**config.mk**
```make
export PLATFORM = sky130hd
export DESIGN_NAME = spin_seq_top
export DESIGN_NICKNAME = d
export VERILOG_FILES = /design/src/rtl/spin_pkg.sv /design/src/rtl/spin_rate_pick.sv /design/src/rtl/spin_zc_mon.sv /design/src/rtl/spin_seq_top.sv
export SDC_FILE = /design/constraint.sdc
export NUM_CORES = 1
export LEC_CHECK = 0
export BUFFER_PORTS_ARGS = -buffer_cell sky130_fd_sc_hd__buf_2
export CAP_MARGIN = 15
export CORE_MARGIN = 2
export CORE_UTILIZATION = 55
export CTS_CLUSTER_DIAMETER = 80
export DETAILED_ROUTE_END_ITERATION = 16
export PLACE_DENSITY_LB_ADDON = 0.25
export SLEW_MARGIN = 40
export SYNTH_ARGS = -nofsm -noshare
export SYNTH_HDL_FRONTEND = slang
export SYNTH_SLANG_ARGS = --single-unit
export TNS_END_PERCENT = 5
```
**constraint.sdc**
```tcl
create_clock -name clk -period 11.33 [get_ports clk]
set_clock_uncertainty 0.15 [all_clocks]
set_input_delay 0.5665 -clock clk [delete_from_list [all_inputs] [get_ports clk]]
set_output_delay 0.5665 -clock clk [all_outputs]
set_load 0.01 [all_outputs]
```
**src/rtl/spin_pkg.sv**
```systemverilog
package spin_pkg;

    typedef enum logic [2:0] {
        MODE_IDLE  = 3'd0,
        MODE_ALIGN = 3'd1,
        MODE_FORCE = 3'd2,
        MODE_RUN   = 3'd3,
        MODE_FAULT = 3'd4
    } seq_mode_e;

    localparam int unsigned STEP_COUNT = 6;

endpackage

```
**src/rtl/spin_rate_pick.sv**
```systemverilog
// Forced step period selection and tick decode from the phase timer.
module spin_rate_pick #(
    parameter int unsigned TIME_W    = 32,
    parameter int unsigned BASE_LOG2 = 16
) (
    input  logic [1:0]        rate_sel,
    input  logic [TIME_W-1:0] tmr,
    output logic [TIME_W-1:0] period,
    output logic              tick
);
    localparam int unsigned MAX_K = 2;

    logic [1:0]        k_eff;
    logic [TIME_W-1:0] mask;

    always_comb begin
        k_eff  = (rate_sel > 2'(MAX_K)) ? 2'(MAX_K) : rate_sel;
        period = TIME_W'(1) << (BASE_LOG2 + k_eff);
        mask   = period - TIME_W'(1);
        tick   = ((tmr & mask) == mask);
    end

endmodule

```
**src/rtl/spin_zc_mon.sv**
```systemverilog
// Zero-crossing interval monitor: cycles since last event, gap of the current one.
module spin_zc_mon #(
    parameter int unsigned TIME_W = 32
) (
    input  logic              clk,
    input  logic              rst_n,
    input  logic              clr,
    input  logic              zc,
    output logic [TIME_W-1:0] gap,
    output logic [TIME_W-1:0] idle_cyc,
    output logic              have_prev
);
    typedef struct packed {
        logic [TIME_W-1:0] iv;
        logic              prev;
    } mon_t;

    mon_t mon_d, mon_q;

    always_comb begin
        mon_d = mon_q;
        if (clr) begin
            mon_d.iv   = '0;
            mon_d.prev = 1'b0;
        end else if (zc) begin
            mon_d.iv   = '0;
            mon_d.prev = 1'b1;
        end else if (mon_q.iv != '1) begin
            mon_d.iv = mon_q.iv + TIME_W'(1);
        end
    end

    always_ff @(posedge clk or negedge rst_n) begin
        if (!rst_n) mon_q <= '0;
        else        mon_q <= mon_d;
    end

    assign idle_cyc  = mon_q.iv;
    assign gap       = (mon_q.iv == '1) ? mon_q.iv : mon_q.iv + TIME_W'(1);
    assign have_prev = mon_q.prev;

    AST_ZC_RESTARTS_GAP: assert property (@(posedge clk) disable iff (!rst_n)
        (zc && !clr) |=> (idle_cyc == '0 && have_prev));
    AST_CLR_FORGETS: assert property (@(posedge clk) disable iff (!rst_n)
        clr |=> !have_prev);

endmodule

```
**src/rtl/spin_seq_top.sv**
```systemverilog
module spin_seq_top #(
    parameter int unsigned TIME_W         = 32,
    parameter int unsigned BASE_LOG2      = 16,
    parameter int unsigned RESTART_CYCLES = 125_000_000
) (
    input  logic              clk,
    input  logic              rst_n,
    input  logic              start_req,
    input  logic [TIME_W-1:0] align_len,
    input  logic [TIME_W-1:0] force_len,
    input  logic [1:0]        rate_sel,
    input  logic              zc_evt,
    input  logic [TIME_W-1:0] min_gap,
    output logic [2:0]        mode,
    output logic [2:0]        step,
    output logic              out_en,
    output logic              spd_pulse
);
    import spin_pkg::*;

    localparam logic [TIME_W:0] RESTART_W = (TIME_W+1)'(RESTART_CYCLES);
    localparam logic [2:0]      LAST_STEP = 3'(STEP_COUNT - 1);

    typedef struct packed {
        seq_mode_e         mode;
        logic [2:0]        step;
        logic              spd;
        logic [TIME_W-1:0] tmr;
    } seq_t;

    seq_t seq_d, seq_q;

    logic [TIME_W-1:0] period;
    logic              tick;
    logic [TIME_W-1:0] gap;
    logic [TIME_W-1:0] idle_cyc;
    logic              have_prev;
    logic              mon_clr;
    logic [TIME_W:0]   tmr_next;
    logic              handover;
    logic              adv;
    seq_mode_e         go;

    spin_rate_pick #(.TIME_W(TIME_W), .BASE_LOG2(BASE_LOG2)) rate_i (
        .rate_sel (rate_sel),
        .tmr      (seq_q.tmr),
        .period   (period),
        .tick     (tick)
    );

    assign mon_clr = (seq_q.mode != MODE_FORCE) && (seq_q.mode != MODE_RUN);

    spin_zc_mon #(.TIME_W(TIME_W)) mon_i (
        .clk       (clk),
        .rst_n     (rst_n),
        .clr       (mon_clr),
        .zc        (zc_evt),
        .gap       (gap),
        .idle_cyc  (idle_cyc),
        .have_prev (have_prev)
    );

    always_comb begin
        seq_d    = seq_q;
        adv      = 1'b0;
        go       = seq_q.mode;
        tmr_next = {1'b0, seq_q.tmr} + (TIME_W+1)'(1);
        handover = zc_evt && have_prev && (gap < period);

        case (seq_q.mode)
            MODE_IDLE: begin
                if (start_req) go = MODE_ALIGN;
            end
            MODE_ALIGN: begin
                if (tmr_next >= {1'b0, align_len}) go = MODE_FORCE;
            end
            MODE_FORCE: begin
                if (handover) begin
                    go  = MODE_RUN;
                    adv = 1'b1;
                end else if (tmr_next >= {1'b0, force_len}) begin
                    go = MODE_FAULT;
                end else if (tick) begin
                    adv = 1'b1;
                end
            end
            MODE_RUN: begin
                if (zc_evt) begin
                    if (gap < min_gap) go = MODE_FAULT;
                    else               adv = 1'b1;
                end else if (idle_cyc >= period) begin
                    go = MODE_FAULT;
                end
            end
            MODE_FAULT: begin
                if (tmr_next >= RESTART_W) go = MODE_ALIGN;
            end
            default: go = MODE_IDLE;
        endcase

        if (!start_req) begin
            go  = MODE_IDLE;
            adv = 1'b0;
        end

        seq_d.mode = go;
        if (go != seq_q.mode)      seq_d.tmr = '0;
        else if (seq_q.tmr != '1)  seq_d.tmr = seq_q.tmr + TIME_W'(1);

        if (go == MODE_IDLE || go == MODE_ALIGN) seq_d.step = 3'd0;
        else if (adv) seq_d.step = (seq_q.step == LAST_STEP) ? 3'd0 : seq_q.step + 3'd1;

        seq_d.spd = seq_q.spd ^ (seq_d.step != seq_q.step);
    end

    always_ff @(posedge clk or negedge rst_n) begin
        if (!rst_n) seq_q <= '{mode: MODE_IDLE, step: 3'd0, spd: 1'b0, tmr: '0};
        else        seq_q <= seq_d;
    end

    assign mode      = seq_q.mode;
    assign step      = seq_q.step;
    assign spd_pulse = seq_q.spd;
    assign out_en    = (seq_q.mode == MODE_ALIGN) || (seq_q.mode == MODE_FORCE) ||
                       (seq_q.mode == MODE_RUN);

    AST_RELEASE_IDLES: assert property (@(posedge clk) disable iff (!rst_n)
        !start_req |=> (mode == 3'd0 && !out_en));
    AST_STEP_IN_RANGE: assert property (@(posedge clk) disable iff (!rst_n)
        step <= LAST_STEP);
    AST_ALIGN_STEP_ZERO: assert property (@(posedge clk) disable iff (!rst_n)
        (mode == 3'd1) |-> (step == 3'd0));
    AST_RUN_FROM_FORCE: assert property (@(posedge clk) disable iff (!rst_n)
        (mode == 3'd3 && $past(mode) != 3'd3) |-> ($past(mode) == 3'd2));
    AST_FAULT_EXIT: assert property (@(posedge clk) disable iff (!rst_n)
        (mode == 3'd4) |=> (mode == 3'd4 || mode == 3'd1 || mode == 3'd0));
    AST_OVERSPEED_TRIPS: assert property (@(posedge clk) disable iff (!rst_n)
        (mode == 3'd3 && start_req && zc_evt && gap < min_gap) |=> (mode == 3'd4 && $stable(step)));

endmodule

```
==> summary.txt, run 1 <==
placed cell area = 0.00829 mm2
Final WS setup = 5780 ps
final core occ = 64.4%
Cell Area, Synth = 0.00759 mm2
vias = 7044
cts repair resizes = 0
Final Instance Area = 0.00859 mm2
core area = 0.0133 mm2
total CTS buffers = 9
Layout area overhead = 13.1%
WP buf/inv = 2
Leak = 4.31 nW
main combinational cell family by area after synthesis = simple AND/OR/NAND/NOR gates
Ports = 110
worst min path class = input port to async pin
cell repeated most along the worst path = nand4_1
CP Class = flop to flop
pre-CTS WS = 5910 ps
Seq cells post-synth = 72
CP cell instances = ha_1, nand4_1, nor2_1, and4_1, xnor2_1, inv_1, ha_1, nand4_1, nor3_1, nand4_1, a211oi_1, nor2_1, o31a_1, or4b_4, a31oi_2, o2111ai_4, buf_4, a211oi_1
Die X = 122 um
Power Dens Cells = 73.2 mW/mm2
global-route wire length before repair = 32.4 mm
final wirelength = 19.2 mm
Synth Area in Adders = 17.8%
Commonest cells post-synth = inv_1 (110), ha_1 (108), nor2_1 (88), dfrtp_1 (72), nand2_1 (52)
Post-synth EDFFs = 0
top cells by area, synth = dfrtp_1 (24%), ha_1 (18%), inv_1 (5.4%)
root buf cell = clkbuf_16
max cap viols = 0
Max-Slew Margin vs Limit = 48.8%
Hold Vio Cnt, Final = 0
gr usage total = 27.4%
H-Tree Depth = 3
hold buffer count at cts = 0
final total power = 0.629 mW
Critical Path Start Type = flop
status = completed
Largest delay share family, worst path = simple AND/OR/NAND/NOR gates
Fmax achieved = 180 MHz
CTS tree = done
YS warnings = 0
First-pass DRT Iterations = 5
RSZ-0062 raised after global routing = false
crit path max fanout = 32
GPL Wtd Cong = 0.936
CP endpoint kind = flop
# DRC = 0
die footprint = 0.0148 mm2
Setup violations, final = 0
CP arrival = 5640 ps
sequential share of the synthesized area = 23.7%
ANT nets after route = 0
IO Port Bufs = 109
Post-Place Cells = 1196
vias in the first global route = 6695
Slew Viols, Final = 0
Tmin final = 5550 ps
ant diodes = 0
initial core utilization = 56.9%
fraction of layout cells with a size suffix above 1 = 18.6%
largest area contributor in the netlist = dfrtp_1
post-synthesis mux area share = 1.37%
Remaining Overflow, GRT = 0
Critical Path RT = 11420 ps
Filler Cell Count = 1181
count of cell types in the netlist = 81
die height = 122 um
CTS clock-pin slew for the worst setup and hold paths = 60 ps
Synth top area share = 23.7%
final cell count without fillers = 1212
simple logic cell fraction of the synthesized area = 29.5%
CP max stage cell = or4b_4
Nets = 1241
Avg Cell Area, Syn = 8.22 um2
vias per std cell = 5.81
# Post-CTS Setup Buffers = 0
Worst-Margin Slew = 748 ps
CP peak stage delay = 530 ps
largest net degree at the start of global routing = 73
setup TNS = 0 ps
WL/cell = 15.8 um
final worst path period share = 49.0%
initial antenna violation count = 0
Clk Latency, worst-skew pair = 340 ps
post-DP HPWL = 15.0 mm
xor and xnor area share after synthesis = 7.27%
worst vdd ir = 0.0581 mV
Top FF cell, synth = dfrtp_1
CTS Buffer Depth = 2
post-synthesis cell count = 924
asr flop ratio synth = 100%
DR iter-0 viols = 595
Fin Hold WS = 165 ps
site row count = 42
compound-gate portion of the synthesized area = 13.5%
top-count cell post-synth = inv_1
Sink Count = 72
## kinds of logic (layout without fill, tap and decap cells)
| family | Yosys count | in the layout |
|---|---|---|
| buffers and inverters | 128 | 238 |
| other | 2 | 4 |
| AOI/OAI and AO/OA | 146 | 146 |
| DFF | 72 | 72 |
| and+or+nand+nor | 395 | 395 |
| xor gates and xnor gates | 63 | 63 |
| adders and majority gates | 108 | 108 |
| muxes | 10 | 10 |
## layout by cell type (no fill, tap or decap), types with 31 or more instances in the layout
| master | Yosys | layout |
|---|---|---|
| a21oi_1 | 38 | 38 |
| buf_2 | 7 | 109 |
| dfrtp_1 | 72 | 72 |
| ha_1 | 108 | 108 |
| inv_1 | 110 | 110 |
| nand2_1 | 52 | 51 |
| nand3_1 | 45 | 45 |
| nand4_1 | 33 | 33 |
| nor2_1 | 88 | 88 |
| nor2_2 | 31 | 31 |
| nor2b_1 | 33 | 33 |
| xnor2_1 | 40 | 40 |
## power by group
group	total (mW)	switching, mW	internal (mW)
Clock	0.290	0.113	0.176
Combinational	0.0777	0.0440	0.0338
Sequential	0.262	0.00321	0.259
## flip-flops by register name, indices dropped and copies added, names as in the netlist
| name | cells |
|---|---|
| mon_i.idle_cyc | 32 |
| mon_i.have_prev | 1 |
| spd_pulse | 1 |
| seq_q | 32 |
| mode | 3 |
| step | 3 |
## area by class of cell
type / instances / area (um2) / area share [%]
well taps: 176 / 220 / 2.56
inverters: 110 / 413 / 4.81
flip-flops and latches: 72 / 1800 / 21.0
clock buffers: 11 / 243 / 2.83
multi-input cells: 726 / 5290 / 61.5
repair buffers: 112 / 572 / 6.66
clock inverters: 5 / 56.3 / 0.655
## routing by layer
metal	up-vias	global-route usage [%]	part of all wire [%]
met5	-	0	0
li1	3487	-	-
met2	270	41.4	43
met1	3266	41.3	48
met4	0	6.82	1.1
met3	21	3.76	7.4
## path summary, 6_finish.rpt
kind / from / to / slack (ps) / cells past startpoint
setup / recovery: seq_q[0]$_DFFE_PN0P_ / seq_q[30]$_DFFE_PN0P_ / 5780 / 18
hold / removal: rst_n / mon_i.idle_cyc[27]$_DFFE_PN0P_ / 160 / 2
setup reg to reg: seq_q[0]$_DFFE_PN0P_ / seq_q[30]$_DFFE_PN0P_ / 5780 / 18
hold reg to reg: spd_pulse$_DFF_PN0_ / spd_pulse$_DFF_PN0_ / 320 / 1
max in group asynchronous: rst_n / seq_q[8]$_DFFE_PN0P_ / 10350 / 2
min in group clk: spd_pulse$_DFF_PN0_ / spd_pulse$_DFF_PN0_ / 320 / 1
No activity file was read; power rests on OpenSTA's default activity.
==> run 2, diff against run 1 <==
Settings changed: CORE_UTILIZATION 55 to 54.
Clock period 11.33 ns to 4.8 ns, I/O delays scaled along.
==> run 2 against run 1 <==
Compared with the run above: global-route usage increased by 0.53 points; total power increased by 140%; final cell count increased by 4.6%; register-to-register slack got worse by 5700 ps; via count increased by 3.6%; sequential share of layout area decreased by 1.3 points; critical path depth increased by 2; die area increased by 1.8%; worst hold slack got worse by 80 ps; first-iteration DRC count decreased by 12%; count of clock-buffer cells in the layout unchanged; largest cell class unchanged; largest power group unchanged.
==> summary.txt, run 2 (synthesis gave the netlist of run 1 again) <==
fraction of layout cells with a size suffix above 1 = 25.2% (+6.6 points)
WL/cell = 16.2 um (+2.4%)
Slew Viols, Final = 0 (unchanged)
crit path max fanout = 5 (-84%)
Critical Path RT = 4900 ps (-6520 ps)
H-Tree Depth = 3 (unchanged)
vias in the first global route = 6757 (+0.93%)
site row count = 43 (+2.4%)
CTS Buffer Depth = 2 (unchanged)
Post-Place Cells = 1244 (+4.0%)
DR iter-0 viols = 521 (-12%)
initial core utilization = 54.9% (-2.0 points)
commonest non-fill, non-tap cell in the layout = inv_1
Hold Vio Cnt, Final = 0 (unchanged)
final cell count without fillers = 1268 (+4.6%)
Final Instance Area = 0.00919 mm2 (+7.0%)
Power Dens Cells = 165 mW/mm2 (+130%)
Fin Hold WS = 84.6 ps (-80.3 ps)
final wirelength = 20.6 mm (+7.2%)
Layout area overhead = 21.0%
Ports = 110 (unchanged)
Sink Count = 72 (unchanged)
IO Port Bufs = 109 (unchanged)
CTS tree = done
Leak = 4.64 nW (+7.5%)
Max-Slew Margin vs Limit = 42.4% (-6.4 points)
ant diodes = 0 (unchanged)
First-pass DRT Iterations = 7 (+2)
worst min path class = input port to flop
ANT nets after route = 0 (unchanged)
vias per std cell = 5.75 (-0.98%)
CP cell instances = ha_1, nand4_1, nor4_4, nor2_1, nand2_1, buf_4, nor3_1, xor2_1, ha_1, o21ai_0, a21oi_1, or4_1, a21oi_1, o21ai_1, nor4b_2, o21ai_1, a31oi_4, o2111ai_4, buf_4, a211oi_1
post-DP HPWL = 16.0 mm (+6.7%)
status = completed
final worst path period share = 97.4% (+48 points)
Nets = 1293 (+4.2%)
commonest non-fill, non-tap cells in the layout = inv_1 (110), ha_1 (108), buf_2 (108)
Tmin final = 4670 ps (-879 ps)
final core occ = 66.5% (+2.1 points)
CP peak stage delay = 480 ps (-50 ps)
Fmax achieved = 214 MHz (+19%)
global-route wire length before repair = 33.0 mm (+2.0%)
total CTS buffers = 9 (unchanged)
GPL Wtd Cong = 0.968 (+3.4%)
CTS clock-pin slew for the worst setup and hold paths = 60 ps (about the same)
CP max stage cell = or4_1
Critical Path Start Type = flop
Die X = 123 um (+0.89%)
R2R depth = 20 (+2)
worst hold stages = 3
largest net degree at the start of global routing = 48 (-34%)
Worst-Margin Slew = 855 ps (+107 ps)
die footprint = 0.0150 mm2 (+1.8%)
die height = 123 um (+0.89%)
vias = 7297 (+3.6%)
max cap viols = 0 (unchanged)
Clk Latency, worst-skew pair = 350 ps (about the same)
CP arrival = 4780 ps (-860 ps)
worst vdd ir = 0.170 mV (+190%)
CP endpoint kind = flop
root buf cell = clkbuf_16
Remaining Overflow, GRT = 0 (unchanged)
CP Class = flop to flop
gr usage total = 27.9% (+0.53 points)
# DRC = 0 (unchanged)
Setup violations, final = 0 (unchanged)
placed cell area = 0.00864 mm2 (+4.2%)
core area = 0.0138 mm2 (+3.6%)
initial antenna violation count = 0 (unchanged)
-- run 2: changes by cell type in the layout (fill, tap and decap cells not counted), sizes merged --
cell / previous run / this run
clkinvlp: 1 / 2
dlygate4sd3: 0 / 1
clkinv: 3 / 2
buf: 112 / 162
clkbuf: 11 / 12
-- run 2: what timing repair did --
action / in CTS / in global routing
gates resized for setup: 2 / 33
hold endpoints to repair: 46 / 0
cloned: 0 / 1
hold buffers: 1 / 0
buffers inserted: 0 / 6
pin swaps: 0 / 7
setup endpoints to repair: 2 / 33
-- run 2: final timing paths --
check / startpoint / endpoint / slack, ps
worst max-delay path: mon_i.idle_cyc[1]$_DFFE_PN0P_ / seq_q[30]$_DFFE_PN0P_ / 130
min in group asynchronous: rst_n / mon_i.idle_cyc[25]$_DFFE_PN0P_ / 310
max in group asynchronous: rst_n / mon_i.idle_cyc[18]$_DFFE_PN0P_ / 3330
worst max register to register: mon_i.idle_cyc[1]$_DFFE_PN0P_ / seq_q[30]$_DFFE_PN0P_ / 130
worst min-delay path: zc_evt / mon_i.have_prev$_DFFE_PN0P_ / 80
worst min register to register: spd_pulse$_DFF_PN0_ / spd_pulse$_DFF_PN0_ / 330
-- run 2: metal layers --
| metal | wire length (um) | global-route usage [%] | vias to the layer above |
|---|---|---|---|
| met5 | 0 | 0 | - |
| met4 | 291 | 7.26 | 0 |
| met3 | 1560 | 4.41 | 31 |
| met2 | 8780 | 41.6 | 300 |
| met1 | 9950 | 41.9 | 3372 |
| li1 | - | - | 3594 |
-- run 2: cell type report --
class,instances,area [um2]
inverter,110,413
tap,180,225
multi-input combinational,726,5440
clock buffer,11,253
timing repair buffer,164,993
fill,1190,4640
sequential,72,1810
clock inverter,5,55.1
-- run 2: power breakdown --
| part | internal (mW) | switching (mW) |
|---|---|---|
| sequential | 0.611 | 0.00610 |
| clock | 0.429 | 0.273 |
| combinational | 0.0893 | 0.112 |
| total | 1.13 | 0.391 |
-- run 2: worst max-delay path, delay by kind of cell (launching register included) --
family	cells	cell delay (ps)
flops	1	430
buf+inv	2	380
compound gates	8	1190
xor+xnor	1	320
fa+ha+maj	2	550
simple gates	7	1560
-- run 2: stage by stage --
step | setup slack (ps) | total power [mW] | TNS, ps
global placement | 49.0 | 0.816 | 0
detailed placement | 26.3 | 0.820 | 0
floorplan | 407 | 0.734 | 0
CTS | 11.4 | 1.52 | 0
global route | -107 | 1.58 | -1840
finish | 126 | 1.52 | 0
==> run 3, diff against run 2 <==
Settings changed: ABC_AREA from default to 1, ABC_CLOCK_PERIOD_IN_PS from default to 4800.
==> run 3 against run 2 <==
Compared with the run above: first-iteration DRC count is 27% higher; die area is 5.8% higher; critical path type unchanged; global-route usage is 0.78 points lower; highest routed layer unchanged.
==> summary.txt, run 3 <==
initial core utilization = 55.4% (+0.46 points)
CP endpoint kind = flop
crit path max fanout = 16 (+11)
Nets = 1495 (+16%)
die height = 126 um (+2.9%)
max cap viols = 0 (unchanged)
Synth top area share = 22.4% (-1.3 points)
count of cell types in the netlist = 49 (-40%)
Worst-Margin Slew = 685 ps (-170 ps)
worst min path class = input port to flop
root buf cell = clkbuf_16
asr flop ratio synth = 100% (unchanged)
Power Dens Cells = 186 mW/mm2 (+12%)
Setup violations, final = 0 (unchanged)
vias in the first global route = 7668 (+13%)
fraction of layout cells with a size suffix above 1 = 17.2% (-8.0 points)
DR iter-0 viols = 662 (+27%)
commonest non-fill, non-tap cells in the layout = nand2_1 (246), inv_1 (204), nor2_1 (128)
largest area contributor in the netlist = dfrtp_1
sw power = 0.474 mW (+21%)
vias = 7847 (+7.5%)
worst vdd ir = 0.192 mV (+13%)
CTS Buffer Depth = 2 (unchanged)
sequential share of power = 36.8% (-3.8 points)
GPL Wtd Cong = 0.955 (-1.4%)
Seq cells post-synth = 72 (unchanged)
vias per std cell = 5.32 (-7.5%)
post-synthesis cell count = 1161 (+26%)
die footprint = 0.0159 mm2 (+5.8%)
sequential share of the synthesized area = 22.4% (-1.3 points)
Slew Viols, Final = 0 (unchanged)
commonest non-fill, non-tap cell in the layout = nand2_1
final total power = 1.72 mW (+13%)
Tmin final = 4510 ps (-163 ps)
CP arrival = 4590 ps (-190 ps)
switch share = 27.6% (+1.8 points)
core area = 0.0145 mm2 (+5.1%)
internal power consumption = 1.25 mW (+10%)
First-pass DRT Iterations = 6 (-1)
Hold Vio Cnt, Final = 0 (unchanged)
final worst path period share = 94.0% (-3.4 points)
# DRC = 0 (unchanged)
CP Class = flop to flop
site row count = 44 (+2.3%)
status = completed
Die X = 126 um (+2.9%)
largest net degree at the start of global routing = 73 (+52%)
top cells by area, synth = dfrtp_1 (22%), ha_1 (17%), nand2_1 (11%)
Max-Slew Margin vs Limit = 54.3% (+12 points)
CTS clock-pin slew for the worst setup and hold paths = 60 ps (about the same)
CTS tree = done
post-DP HPWL = 17.3 mm (+7.9%)
Critical Path Start Type = flop
Comb pwr share = 17.9% (+4.7 points)
gr usage total = 27.2% (-0.78 points)
initial antenna violation count = 0 (unchanged)
Post-synth EDFFs = 0 (unchanged)
Leak = 5.05 nW (+8.8%)
Clk Latency, worst-skew pair = 350 ps (about the same)
Fmax achieved = 222 MHz (+3.6%)
ant diodes = 0 (unchanged)
Ports = 110 (unchanged)
RSZ-0062 raised after global routing = false
Filler Cell Count = 1401 (+18%)
H-Tree Depth = 3 (unchanged)
total CTS buffers = 9 (unchanged)
top-count cell post-synth = nand2_1
ANT nets after route = 0 (unchanged)
Layout area overhead = 15.1%
# Post-CTS Setup Buffers = 0 (unchanged)
Top FF cell, synth = dfrtp_1
setup TNS = 0 ps (unchanged)
Cell Area, Synth = 0.00805 mm2 (+6.0%)
Sink Count = 72 (unchanged)
global-route wire length before repair = 35.0 mm (+6.0%)
YS warnings = 0 (unchanged)
final wirelength = 21.2 mm (+2.8%)
Remaining Overflow, GRT = 0 (unchanged)
WL/cell = 14.4 um (-12%)
Avg Cell Area, Syn = 6.93 um2 (-16%)
Clock Power Share = 45.3% (-0.9 points)
Commonest cells post-synth = nand2_1 (246), inv_1 (204), nor2_1 (128), ha_1 (108), a21oi_1 (73)
IO Port Bufs = 109 (unchanged)
Critical Path RT = 4880 ps (-20 ps)
## run 3: critical path: stages, from the launching register on
cell,delay [ps]
dfrtp_2,450
ha_1,240
nand3_2,140
nor2_2,170
nand2_1,160
nor2_2,220
nand2_1,90
xor2_1,220
inv_1,140
ha_1,330
a21oi_1,220
o211ai_1,100
o21bai_1,180
a21oi_1,120
o21ai_0,110
nor3_2,300
nor2_1,70
nor2_1,130
nand2_1,70
nand2_1,120
xor2_1,160
nand3b_4,200
clkbuf_16,270
nor2_4,40
## run 3: per-stage QoR
| step | instances | utilization (%) | area [um2] | hold slack (ps) | setup slack [ps] |
|---|---|---|---|---|---|
| after floorplan | 1163 | - | 8060 | -206 | 622 |
| after global placement | 1456 | 61.0 | 8870 | 357 | 306 |
| after detailed placement | 1456 | 61.0 | 8870 | 260 | 149 |
| after CTS | 1473 | 63.4 | 9220 | 61.9 | 98.1 |
| after global routing | 1474 | 63.7 | 9260 | 78.9 | 6.68 |
| final | 1474 | 63.7 | 9260 | 70.6 | 290 |
## run 3: worst paths after layout
kind                                                   from                            end  slack, ps  cells past startpoint
worst max-delay path                   seq_q[0]$_DFFE_PN0P_           seq_q[2]$_DFFE_PN0P_        290                     23
worst min-delay path                                 zc_evt    mon_i.have_prev$_DFFE_PN0P_         70                      3
worst max register to register         seq_q[0]$_DFFE_PN0P_           seq_q[2]$_DFFE_PN0P_        290                     23
worst min register to register  mon_i.have_prev$_DFFE_PN0P_    mon_i.have_prev$_DFFE_PN0P_        370                      2
max in group asynchronous                             rst_n           seq_q[0]$_DFFE_PN0P_       3620                      3
min in group asynchronous                             rst_n  mon_i.idle_cyc[7]$_DFFE_PN0P_        380                      3
## run 3: final cells by class
type | instances | area (um2) | share of cell area [%]
Clock buffer | 9 | 225 | 2.43
Clock inverter | 7 | 110 | 1.19
Inverter | 220 | 826 | 8.92
Multi-Input combinational cell | 856 | 5350 | 57.8
Sequential cell | 72 | 1800 | 19.5
Tap cell | 184 | 230 | 2.49
Timing Repair Buffer | 126 | 717 | 7.74
## run 3: timing repair
| action | 4_1_cts | 5_1_grt |
|---|---|---|
| resized for setup | 0 | 4 |
| setup endpoints to repair | 0 | 34 |
| hold endpoints to repair | 72 | 0 |
| hold buffers | 1 | 0 |
## run 3: logic make-up after synthesis
| family | Yosys count | share of synthesized area, % |
|---|---|---|
| other | 2 | 0.0933 |
| XOR/XNOR | 55 | 6.45 |
| flip-flops | 72 | 22.4 |
| AND/OR/NAND/NOR | 569 | 34.5 |
| adder cells (fa/ha/maj) | 108 | 16.8 |
| buffers and inverters | 235 | 11.4 |
| AO/OA/AOI/OAI | 120 | 8.46 |
## run 3: power by group through the flow
| stage | Sequential, mW | Clock (mW) | Combinational, mW |
|---|---|---|---|
| 6_report | 0.633 | 0.780 | 0.307 |
| 5_1_grt | 0.636 | 0.817 | 0.349 |
| 4_1_cts | 0.632 | 0.788 | 0.297 |
| 3_5_place_dp | 0.643 | 0 | 0.295 |
| 3_3_place_gp | 0.643 | 0 | 0.290 |
| 2_1_floorplan | 0.641 | 0 | 0.194 |
## run 3: layer usage
| layer | share of wire, % | track usage [%] | vias up |
|---|---|---|---|
| li1 | - | - | 3999 |
| met1 | 43 | 33.0 | 3548 |
| met2 | 49 | 48.7 | 251 |
| met3 | 4.4 | 3.31 | 49 |
| met4 | 3.5 | 10.7 | 0 |
| met5 | 0 | 0 | - |
